===== config.mk =====
export PLATFORM = sky130hd
export DESIGN_NAME = rst_strap_seq
export DESIGN_NICKNAME = d
export VERILOG_FILES = /design/src/rtl/rsq_pkg.sv /design/src/rtl/rsq_timer.sv /design/src/rtl/rsq_ctrl_reg.sv /design/src/rtl/rsq_strap_latch.sv /design/src/rtl/rst_strap_seq.sv
export SDC_FILE = /design/constraint.sdc
export NUM_CORES = 1
export LEC_CHECK = 0
export BUFFER_PORTS_ARGS = -buffer_cell sky130_fd_sc_hd__clkbuf_2
export CAP_MARGIN = 20
export CORE_UTILIZATION = 30
export DETAILED_ROUTE_END_ITERATION = 6
export PLACE_DENSITY_LB_ADDON = 0.1
export SLEW_MARGIN = 10
export SYNTH_ARGS = -nofsm -noshare
export SYNTH_HDL_FRONTEND = slang
export SYNTH_SLANG_ARGS = --single-unit

===== constraint.sdc =====
create_clock -name clk -period 2.74 [get_ports clk]
set_input_delay 0.274 -clock clk [delete_from_list [all_inputs] [get_ports clk]]
set_output_delay 0.274 -clock clk [all_outputs]
set_load 0.02 [all_outputs]

===== src/rtl/rsq_pkg.sv =====
package rsq_pkg;

    typedef enum logic [2:0] {
        ST_POR_WAIT,
        ST_POR_DONE,
        ST_RUN,
        ST_HARD,
        ST_SD_REQ,
        ST_INIT
    } rsq_state_e;

    localparam int RSQ_HARD_EN_BIT = 1;
    localparam int RSQ_RESTART_BIT = 2;
    localparam int RSQ_DATA_W      = 8;

endpackage


===== src/rtl/rsq_timer.sv =====
module rsq_timer #(
    parameter int              W       = 16,
    parameter logic [W-1:0]    RST_VAL = '0
) (
    input  logic         clk,
    input  logic         rst_n,
    input  logic         load,
    input  logic [W-1:0] load_val,
    output logic         zero
);

    logic [W-1:0] cnt_q;

    always_ff @(posedge clk or negedge rst_n) begin
        if (!rst_n) begin
            cnt_q <= RST_VAL;
        end else if (load) begin
            cnt_q <= load_val;
        end else if (cnt_q != '0) begin
            cnt_q <= cnt_q - 1'b1;
        end
    end

    assign zero = (cnt_q == '0);

endmodule


===== src/rtl/rsq_ctrl_reg.sv =====
module rsq_ctrl_reg
    import rsq_pkg::*;
#(
    parameter int              AW   = 16,
    parameter logic [AW-1:0]   ADDR = 16'h0CF9
) (
    input  logic                  clk,
    input  logic                  rst_n,
    input  logic                  io_wr,
    input  logic                  io_rd,
    input  logic [AW-1:0]         io_addr,
    input  logic [RSQ_DATA_W-1:0] io_wdata,
    output logic [RSQ_DATA_W-1:0] io_rdata,
    output logic                  req_hard,
    output logic                  req_soft
);

    logic [RSQ_DATA_W-1:0] ctrl_q;
    logic                  hit;
    logic                  wr_hit;
    logic                  restart_rise;

    assign hit          = (io_addr == ADDR);
    assign wr_hit       = io_wr && hit;
    assign restart_rise = wr_hit && io_wdata[RSQ_RESTART_BIT] && !ctrl_q[RSQ_RESTART_BIT];

    always_ff @(posedge clk or negedge rst_n) begin
        if (!rst_n) begin
            ctrl_q <= '0;
        end else if (wr_hit) begin
            ctrl_q <= io_wdata;
        end
    end

    always_comb begin
        req_hard = restart_rise && io_wdata[RSQ_HARD_EN_BIT];
        req_soft = restart_rise && !io_wdata[RSQ_HARD_EN_BIT];
        io_rdata = (io_rd && hit) ? ctrl_q : '0;
    end

endmodule


===== src/rtl/rsq_strap_latch.sv =====
module rsq_strap_latch #(
    parameter int N = 3
) (
    input  logic         clk,
    input  logic         rst_n,
    input  logic         capture,
    input  logic [N-1:0] strap_in,
    output logic [N-1:0] strap_q
);

    for (genvar i = 0; i < N; i++) begin : g_bit
        always_ff @(posedge clk or negedge rst_n) begin
            if (!rst_n) begin
                strap_q[i] <= 1'b0;
            end else if (capture) begin
                strap_q[i] <= ~strap_in[i];
            end
        end
    end

endmodule


===== src/rtl/rst_strap_seq.sv =====
module rst_strap_seq
    import rsq_pkg::*;
#(
    parameter int                 CLK_KHZ   = 50000,
    parameter int                 HOLD_MS   = 1,
    parameter int                 INIT_CYC  = 2,
    parameter int                 IO_AW     = 16,
    parameter logic [IO_AW-1:0]   CTRL_ADDR = 16'h0CF9
) (
    input  logic             clk,
    input  logic             pwr_good,
    input  logic [2:0]       host_addr_hi,
    input  logic             io_wr,
    input  logic             io_rd,
    input  logic [IO_AW-1:0] io_addr,
    input  logic [7:0]       io_wdata,
    output logic [7:0]       io_rdata,
    input  logic             shutdown_cyc,
    input  logic             sd_ack,
    output logic             sd_req,
    output logic             cpu_rst,
    output logic             pci_rst,
    output logic             addr_hold,
    output logic             cpu_init,
    output logic [1:0]       cache_size,
    output logic             sram_type
);

    localparam int           HOLD_CYC = CLK_KHZ * HOLD_MS;
    localparam int           TW       = $clog2(HOLD_CYC + 1);
    localparam logic [TW-1:0] HOLD_LD = TW'(HOLD_CYC - 1);
    localparam logic [TW-1:0] INIT_LD = TW'(INIT_CYC - 1);

    rsq_state_e    state_q, state_d;
    logic          tmr_load;
    logic [TW-1:0] tmr_val;
    logic          tmr_zero;
    logic          strap_en;
    logic          req_hard;
    logic          req_soft;
    logic [2:0]    strap_q;

    rsq_timer #(
        .W       (TW),
        .RST_VAL (HOLD_LD)
    ) u_timer (
        .clk      (clk),
        .rst_n    (pwr_good),
        .load     (tmr_load),
        .load_val (tmr_val),
        .zero     (tmr_zero)
    );

    rsq_ctrl_reg #(
        .AW   (IO_AW),
        .ADDR (CTRL_ADDR)
    ) u_ctrl (
        .clk      (clk),
        .rst_n    (pwr_good),
        .io_wr    (io_wr),
        .io_rd    (io_rd),
        .io_addr  (io_addr),
        .io_wdata (io_wdata),
        .io_rdata (io_rdata),
        .req_hard (req_hard),
        .req_soft (req_soft)
    );

    rsq_strap_latch #(
        .N (3)
    ) u_straps (
        .clk      (clk),
        .rst_n    (pwr_good),
        .capture  (strap_en),
        .strap_in (host_addr_hi),
        .strap_q  (strap_q)
    );

    assign cache_size = strap_q[2:1];
    assign sram_type  = strap_q[0];

    // State register
    always_ff @(posedge clk or negedge pwr_good) begin
        if (!pwr_good) begin
            state_q <= ST_POR_WAIT;
        end else begin
            state_q <= state_d;
        end
    end

    // Next state, timer loads and strap capture
    always_comb begin
        state_d  = state_q;
        tmr_load = 1'b0;
        tmr_val  = HOLD_LD;
        strap_en = 1'b0;
        unique case (state_q)
            ST_POR_WAIT: begin
                if (tmr_zero) begin
                    strap_en = 1'b1;
                    state_d  = ST_POR_DONE;
                end
            end
            ST_POR_DONE: begin
                state_d = ST_RUN;
            end
            ST_RUN: begin
                if (req_hard) begin
                    tmr_load = 1'b1;
                    tmr_val  = HOLD_LD;
                    state_d  = ST_HARD;
                end else if (req_soft) begin
                    tmr_load = 1'b1;
                    tmr_val  = INIT_LD;
                    state_d  = ST_INIT;
                end else if (shutdown_cyc) begin
                    state_d = ST_SD_REQ;
                end
            end
            ST_HARD: begin
                if (tmr_zero) begin
                    state_d = ST_RUN;
                end
            end
            ST_SD_REQ: begin
                if (sd_ack) begin
                    tmr_load = 1'b1;
                    tmr_val  = INIT_LD;
                    state_d  = ST_INIT;
                end
            end
            ST_INIT: begin
                if (tmr_zero) begin
                    state_d = ST_RUN;
                end
            end
            default: state_d = ST_POR_WAIT;
        endcase
    end

    // Outputs decoded from the state
    always_comb begin
        cpu_rst   = 1'b0;
        pci_rst   = 1'b0;
        addr_hold = 1'b0;
        cpu_init  = 1'b0;
        sd_req    = 1'b0;
        unique case (state_q)
            ST_POR_WAIT, ST_POR_DONE: begin
                cpu_rst   = 1'b1;
                pci_rst   = 1'b1;
                addr_hold = 1'b1;
            end
            ST_HARD: begin
                cpu_rst = 1'b1;
                pci_rst = 1'b1;
            end
            ST_SD_REQ: sd_req   = 1'b1;
            ST_INIT:   cpu_init = 1'b1;
            ST_RUN:    ;
            default:   ;
        endcase
    end

    // Assertions
    p_rst_pair_r7: assert property (@(posedge clk) disable iff (!pwr_good)
        cpu_rst == pci_rst);

    p_hard_nohold_r7: assert property (@(posedge clk) disable iff (!pwr_good)
        $rose(cpu_rst) |-> !addr_hold);

    p_release_r5: assert property (@(posedge clk) disable iff (!pwr_good)
        $fell(addr_hold) |-> (!cpu_rst && !pci_rst));

    p_strap_hold_r2: assert property (@(posedge clk) disable iff (!pwr_good)
        !strap_en |=> $stable(strap_q));

    p_init_excl_r8: assert property (@(posedge clk) disable iff (!pwr_good)
        cpu_init |-> (!cpu_rst && !sd_req && !addr_hold));

    p_init_min_r8: assert property (@(posedge clk) disable iff (!pwr_good)
        $rose(cpu_init) |=> cpu_init);

    p_sd_wait_r10: assert property (@(posedge clk) disable iff (!pwr_good)
        (sd_req && !sd_ack) |=> (sd_req && !cpu_init));

    p_sd_init_r10: assert property (@(posedge clk) disable iff (!pwr_good)
        (sd_req && sd_ack) |=> (cpu_init && !sd_req));

endmodule


==> results of run 1 <==
==> cells in the final DEF, fill, tap and decap left out, types with 3 or more instances in the layout <==
cell	Yosys	routed
sky130_fd_sc_hd__xor2_1	9	9
sky130_fd_sc_hd__nor2_1	15	15
sky130_fd_sc_hd__inv_1	10	10
sky130_fd_sc_hd__and3_1	8	8
sky130_fd_sc_hd__or3_1	3	3
sky130_fd_sc_hd__clkbuf_8	0	6
sky130_fd_sc_hd__nor3_1	6	6
sky130_fd_sc_hd__clkbuf_2	1	48
sky130_fd_sc_hd__nand3_1	9	9
sky130_fd_sc_hd__mux2_2	8	8
sky130_fd_sc_hd__xnor2_1	4	4
sky130_fd_sc_hd__nand2_1	6	6
sky130_fd_sc_hd__a21oi_1	6	6
sky130_fd_sc_hd__o21ai_0	9	9
sky130_fd_sc_hd__dfstp_2	9	9
sky130_fd_sc_hd__mux2i_1	4	4
sky130_fd_sc_hd__o211ai_1	5	5
sky130_fd_sc_hd__dfrtp_1	21	21
sky130_fd_sc_hd__nand4_1	4	4
==> synthesized netlist by cell type, drive strengths merged <==
cell,number,area [µm²]
a21o,1,7.51
a21oi,6,30.0
a2bb2oi,1,8.76
a31oi,2,12.5
and2,2,12.5
and3,8,50.1
and3b,1,8.76
buf,2,12.5
clkbuf,3,12.5
dfrtp,21,526
dfstp,9,236
ha,1,12.5
inv,10,37.5
mux2,8,90.1
mux2i,4,40.0
nand2,6,22.5
nand2b,1,6.26
nand3,9,45.0
nand4,4,25.0
nand4bb,1,11.3
nor2,15,56.3
nor2b,2,15.0
nor3,6,30.0
nor4,3,40.0
nor4b,1,15.0
o2111ai,1,8.76
o211ai,5,37.5
o21a,1,7.51
o21ai,10,50.0
o221a,1,11.3
o221ai,1,15.0
or2,1,6.26
or3,3,18.8
or4,3,26.3
or4b,2,20.0
or4bb,1,11.3
xnor2,4,35.0
xor2,9,78.8
==> final timing paths <==
path | startpoint | end | depth (start not counted)
worst min-delay path | pwr_good | u_timer.cnt_q[4]$_DFFE_PN0P_ | 1
worst min register to register | u_ctrl.ctrl_q[0]$_DFFE_PN0N_ | u_ctrl.ctrl_q[0]$_DFFE_PN0N_ | 1
min in group clk | host_addr_hi[1] | u_straps.strap_q[1]$_DFFE_PN0P_ | 2
worst max-delay path | u_timer.cnt_q[0]$_DFFE_PN1P_ | state_q[0]$_DFFE_PN0P_ | 7
worst max register to register | u_timer.cnt_q[0]$_DFFE_PN1P_ | state_q[0]$_DFFE_PN0P_ | 7
max in group asynchronous | pwr_good | u_ctrl.ctrl_q[4]$_DFFE_PN0N_ | 1
==> cell type report <==
cell class / count / area share, %
inverter: 10 / 1.79
sequential: 30 / 36.3
tap: 70 / 4.17
timing repair buffer: 50 / 12.2
multi-input combinational: 124 / 41.2
clock buffer: 7 / 4.11
clock inverter: 1 / 0.238
==> layer usage <==
layer | vias up | track usage [%]
met2 | 29 | 22.3
li1 | 715 | -
met5 | - | 0
met1 | 669 | 19.1
met4 | 0 | 3.96
met3 | 6 | 3.21
==> stage by stage <==
stage / instance area (µm²) / utilization (%)
floorplan: 1690 / -
global route: 2100 / 39.8
detailed placement: 2010 / 38.1
global placement: 2010 / 38.1
CTS: 2100 / 39.8
finish: 2100 / 39.8
==> logic make-up (layout without fill, tap and decap cells) <==
kind of cell | count (synthesis) | in the layout | share of synthesized area, %
simple gates | 69 | 69 | 24.9
flops | 30 | 30 | 45.1
compound gates | 29 | 29 | 11.2
buf+inv | 15 | 68 | 3.70
xor+xnor | 13 | 13 | 6.74
mux | 12 | 12 | 7.70
fa+ha+maj | 1 | 1 | 0.740
==> sequential cells by signal, indices dropped and copies added, names as in the netlist <==
signal / count
u_ctrl.ctrl_q: 8
u_timer.cnt_q: 16
u_straps.strap_q: 3
state_q: 3
==> power breakdown <==
group / internal [µW] / switching (µW) / total (µW)
registers: 444 / 0.0202 / 444
clock network: 202 / 162 / 364
logic: 18.5 / 19.0 / 37.5
total: 665 / 181 / 846
==> critical path: cells and delay by family, from the launching register on <==
kind / cells / cell delay (ns)
AOI/OAI and AO/OA: 2 / 0.51
adders and majority gates: 1 / 0.20
buffers and inverters: 1 / 0.05
DFF: 1 / 0.38
and+or+nand+nor: 3 / 1.00
==> results.py, run 1 <==
metrics = {
    "floorplanning": {
        "i_o_pin_count": 49,
        "die_height_um": 77.1,
        "die_width_um": 77.1,
        "num_rows": 26,
        "dieArea_um2": 5940,
        "initial_utilization_pct": 32.1,
        "core_region_area_um2": 5270,
    },
    "power_and_ir_drop": {
        "p_leak_uw": 0.00101,
        "design_power_total_uw": 846,
        "power-per-cell-area_nw_per_um2": 403,
        "vdd.ir_drop.worst_v": 0.000228,
    },
    "drt": {
        "drt.antenna.violating_nets": 0,
        "drcViolationCount": 0,
        "detailedRoute.firstIterationViolations": 66,
        "met3_wirelength_um": 138,
        "wire_per_inst_um": 13.0,
        "top_layer": "met4",
        "vias_per_cell": 4.86,
        "via_count": 1419,
        "met2_layer_wire_length_in_the_routed_design_mm": 1.77,
        "routed_wl_mm": 3.80,
        "met1Wirelength_mm": 1.85,
        "drt_first_pass_iters": 4,
    },
    "sta": {
        "clock_period_minus_final_worst_setup_slack_ns": 2.22,
        "fin_skew_ns": 0.00624,
        "worst_slew_margin_rel_pct": 48.7,
        "timing_max_transition_violations_final": 0,
        "worst_slack_ns": 0.522,
        "rsz0062_at_grt": "false",
        "maxClockFrequency_ghz": 0.451,
        "worst_pin_slew_ns": 0.769,
        "finalHoldViolCount": 0,
        "finalSetupViolations": 0,
        "fin_setup_tns_ns": 0,
        "post-route-period-util_pct": 81.0,
        "hold-worst-slack_ns": 0.0581,
    },
    "global_routing": {
        "grt_first_pass_wirelength_mm": 6.53,
        "grt_antenna_before_repair": 0,
        "via_count_of_the_first_global_routing_pass": 1391,
        "grt_remaining_overflow": 0,
        "pin_count_of_the_biggest_net_entering_global_routing": 31,
        "gr-usage-all-layers_pct": 14.1,
    },
    "clock_tree": {
        "clock_tree.root_cell": "sky130_fd_sc_hd__clkbuf_8",
        "clk_pin_slew_ns": 0.07,
        "cts_buffers": 5,
        "cts_hold_buf": 0,
        "cts.repair.resized": 0,
        "clk_path_buf_depth": 2,
        "worst_skew_pair.late_latency_ns": 0.28,
        "post_cts_buffers": 0,
        "clock_tree_from_tritoncts": "yes",
        "numClockSinks": 30,
        "cts_htree_levels": 2,
    },
    "placed_design": {
        "dpl_worst_slack_ns": 0.524,
        "io_buffers": 48,
        "place_congestion": 0.758,
        "placed_cells": 284,
        "dp_hpwl_mm": 2.84,
    },
    "logic_synthesis": {
        "synth_nets": 203,
        "yosys.cell_types.count": 46,
        "warnings_synthesis": 0,
        "netlist_instances": 169,
        "postSynthRegisterBits": 30,
        "avgSynthCellArea_um2": 10.0,
        "post_synthesis_instance_area_um2": 1690,
        "synth_sequential_area_ratio_pct": 45.1,
    },
    "worst_setup_path": {
        "cp_slowest_cell": "sky130_fd_sc_hd__or4b_1",
        "cp_cell_sequence": "inv_1 -> ha_1 -> nor4b_2 -> nand4_1 -> o21ai_0 -> or4b_1 -> o21ai_1",
        "critical_path_required_ns": 2.95,
        "critical_path_end_type": "flop",
        "worst_ep_arrival_time_ns": 2.42,
        "worst_setup_path_start_kind": "flop",
        "cp_slowest_stage_delay_ns": 0.46,
        "setup.reg_to_reg.worst_slack_ns": 0.52,
        "critical_setup_path_kind": "reg -> reg",
        "max_fanout_on_critical_path": 7,
    },
    "flow_run": {
        "timing.max_cap.violations": 0,
    },
    "layout": {
        "multi_input_comb_area_um2": 866,
        "synthToLayoutAreaGrowth_pct": 24.2,
        "nFillCells": 548,
        "inserted_diodes": 0,
        "sequential_cell_area_um2": 762,
        "post_route_cells_drive_above_1_share_pct": 37.4,
        "number_of_standard_cells_in_the_final_layout_excluding_fillers": 292,
        "finish.net_count": 255,
    },
    "hold_path": {
        "worst_hold_path_type": "in -> async",
    },
    "status": {
        "outcome": "complete, no violations",
    },
}
Power figures use the tool's default switching activity.
==> run 2, diff against run 1 <==
clock period = 1.84 ns   (was 2.74 ns; I/O delays follow)
==> results.py, run 2 (synthesis gave the netlist of run 1 again) <==
metrics = {
    "status": {
        "outcome": "finished with violations",
        "failing_checks": "negative setup slack",
    },
    "worst_setup_path": {
        "critical_path_end_type": "flop",
        "cp-startpoint": "u_timer.cnt_q[1]$_DFFE_PN1P_",
        "r2r_start": "u_timer.cnt_q[1]$_DFFE_PN1P_",
        "worst_setup_path_start_kind": "flop",
        "cp-endpoint": "u_straps.strap_q[0]$_DFFE_PN0P_",
        "setup.reg_to_reg.worst_slack_ns": -0.07,
        "critical_setup_path_kind": "reg -> reg",
        "worst_ep_arrival_time_ns": 2.12,
        "r2r-end": "u_straps.strap_q[0]$_DFFE_PN0P_",
        "ff2ff_path_depth": 8,
        "max_fanout_on_critical_path": 5,
        "critical_path_required_ns": 2.05,
    },
    "drt": {
        "wire_per_inst_um": 13.9,
        "drcViolationCount": 0,
        "detailedRoute.firstIterationViolations": 63,
        "routed_wl_mm": 4.49,
        "drt_first_pass_iters": 5,
        "via_count": 1595,
        "drt.antenna.violating_nets": 0,
        "vias_per_cell": 4.92,
    },
    "hold_path": {
        "worst_hold_path_type": "in -> reg",
    },
    "sta": {
        "rsz0062_at_grt": "true",
        "worst_pin_slew_ns": 0.763,
        "fin_skew_ns": 0.00133,
        "finalHoldViolCount": 0,
        "finalSetupViolations": 13,
        "worst_slack_ns": -0.0720,
        "maxClockFrequency_ghz": 0.523,
        "post-route-period-util_pct": 104,
        "timing_max_transition_violations_final": 0,
        "clock_period_minus_final_worst_setup_slack_ns": 1.91,
        "worst_slew_margin_rel_pct": 49.1,
    },
    "clock_tree": {
        "cts_buffers": 5,
        "clk_path_buf_depth": 2,
        "numClockSinks": 30,
        "worst_skew_pair.late_latency_ns": 0.28,
        "clk_pin_slew_ns": 0.07,
        "cts_htree_levels": 2,
        "clock_tree_from_tritoncts": "yes",
        "clock_tree.root_cell": "sky130_fd_sc_hd__clkbuf_8",
    },
    "floorplanning": {
        "initial_utilization_pct": 32.1,
        "dieArea_um2": 5940,
        "die_width_um": 77.1,
        "die_height_um": 77.1,
        "i_o_pin_count": 49,
        "num_rows": 26,
        "core_region_area_um2": 5270,
    },
    "layout": {
        "max_flop_register": "u_timer.cnt_q",
        "post_route_cells_drive_above_1_share_pct": 48.4,
        "mostFrequentLayoutCell": "sky130_fd_sc_hd__clkbuf_2",
        "finish.instance_area_um2": 2460,
        "synthToLayoutAreaGrowth_pct": 45.7,
        "postLayoutCoreUtil_pct": 46.7,
        "inserted_diodes": 0,
        "layout_common_cells": "sky130_fd_sc_hd__clkbuf_2, sky130_fd_sc_hd__buf_4, sky130_fd_sc_hd__dfrtp_1, sky130_fd_sc_hd__nor2_1",
        "largestRegisters": "u_timer.cnt_q (16), u_ctrl.ctrl_q (8)",
        "finish.net_count": 287,
        "largest_register_ffs": 16,
        "nFillCells": 523,
    },
    "power_and_ir_drop": {
        "power-per-cell-area_nw_per_um2": 566,
        "p_leak_uw": 0.00121,
        "vdd.ir_drop.worst_v": 0.000374,
    },
    "placed_design": {
        "postPlaceCellArea_um2": 2230,
        "io_buffers": 48,
        "dp_hpwl_mm": 3.26,
        "place_congestion": 0.873,
        "dpl_worst_slack_ns": -0.132,
    },
    "global_routing": {
        "pin_count_of_the_biggest_net_entering_global_routing": 31,
        "grt_antenna_before_repair": 0,
        "gr-usage-all-layers_pct": 15.7,
        "via_count_of_the_first_global_routing_pass": 1559,
        "grt_first_pass_wirelength_mm": 7.38,
        "grt_remaining_overflow": 0,
    },
    "flow_run": {
        "timing.max_cap.violations": 0,
    },
}
[run 2: cell count changes in the layout (fill, tap and decap cells not counted), moves of 2 or more]
cell / before / now
sky130_fd_sc_hd__clkinvlp_4: 0 / 2
sky130_fd_sc_hd__inv_1: 10 / 8
sky130_fd_sc_hd__inv_2: 0 / 2
sky130_fd_sc_hd__clkbuf_2: 48 / 40
sky130_fd_sc_hd__o21ai_0: 9 / 6
sky130_fd_sc_hd__buf_6: 0 / 2
sky130_fd_sc_hd__buf_4: 2 / 39
sky130_fd_sc_hd__o21ai_1: 1 / 3
[run 2: routing by layer]
metal | vias up | wire length (µm) | global-route usage (%)
met3 | 8 | 171 | 3.57
met5 | - | 0 | 0
met1 | 774 | 1990 | 20.1
met4 | 0 | 78 | 6.60
li1 | 774 | - | -
met2 | 39 | 2250 | 25.4
[run 2: layout make-up]
cell class	instances	area (µm²)	area share, %
multi-input combinational	124	936	38.0
sequential	30	762	30.9
timing repair buffer	82	526	21.3
tap	70	87.6	3.56
clock buffer	5	68.8	2.79
clock inverter	3	45.0	1.83
inverter	10	37.5	1.52
[run 2: worst max-delay path: stages, from the launching register on]
cell,delay (ns)
sky130_fd_sc_hd__dfstp_2,0.38
sky130_fd_sc_hd__inv_2,0.06
sky130_fd_sc_hd__ha_4,0.13
sky130_fd_sc_hd__nor4b_4,0.25
sky130_fd_sc_hd__nand4_1,0.19
sky130_fd_sc_hd__buf_6,0.18
sky130_fd_sc_hd__or2_4,0.26
sky130_fd_sc_hd__nor2b_4,0.19
sky130_fd_sc_hd__mux2i_1,0.20
[run 2: worst min-delay path by stage]
| stage | startpoint | endpoint | slack [ns] | cells past startpoint |
|---|---|---|---|---|
| 2_1_floorplan | pwr_good | state_q[0]$_DFFE_PN0P_ | -0.11 | 0 |
| 3_3_place_gp | pwr_good | state_q[0]$_DFFE_PN0P_ | 0.29 | 1 |
| 3_5_place_dp | pwr_good | state_q[0]$_DFFE_PN0P_ | 0.30 | 1 |
| 4_1_cts | host_addr_hi[1] | u_straps.strap_q[1]$_DFFE_PN0P_ | 0.06 | 2 |
| 5_1_grt | host_addr_hi[0] | u_straps.strap_q[0]$_DFFE_PN0P_ | 0.06 | 2 |
| 6_report | host_addr_hi[1] | u_straps.strap_q[1]$_DFFE_PN0P_ | 0.07 | 2 |
[run 2: power by group]
group	switching [µW]	internal, µW
combinational	29.2	29.0
clock	273	402
sequential	0.0257	660
total	302	1090
[run 2: timing repair]
item,CTS,global route
gates cloned,0,0
resized for setup,3,23
hold buffers,1,0
setup buffers,5,1
pin swaps,5,12
hold endpoints to repair,21,0
setup endpoints to repair,19,29
[run 2: metrics by stage]
stage	cells	hold slack [ns]	total power, µW	TNS, ns
global route	324	0.0577	1450	-2.37
finish	324	0.0696	1390	-0.613
detailed placement	309	0.298	730	-0.944
global placement	309	0.288	727	-0.474
CTS	323	0.0633	1410	-0.326
floorplan	169	-0.112	679	-0.164
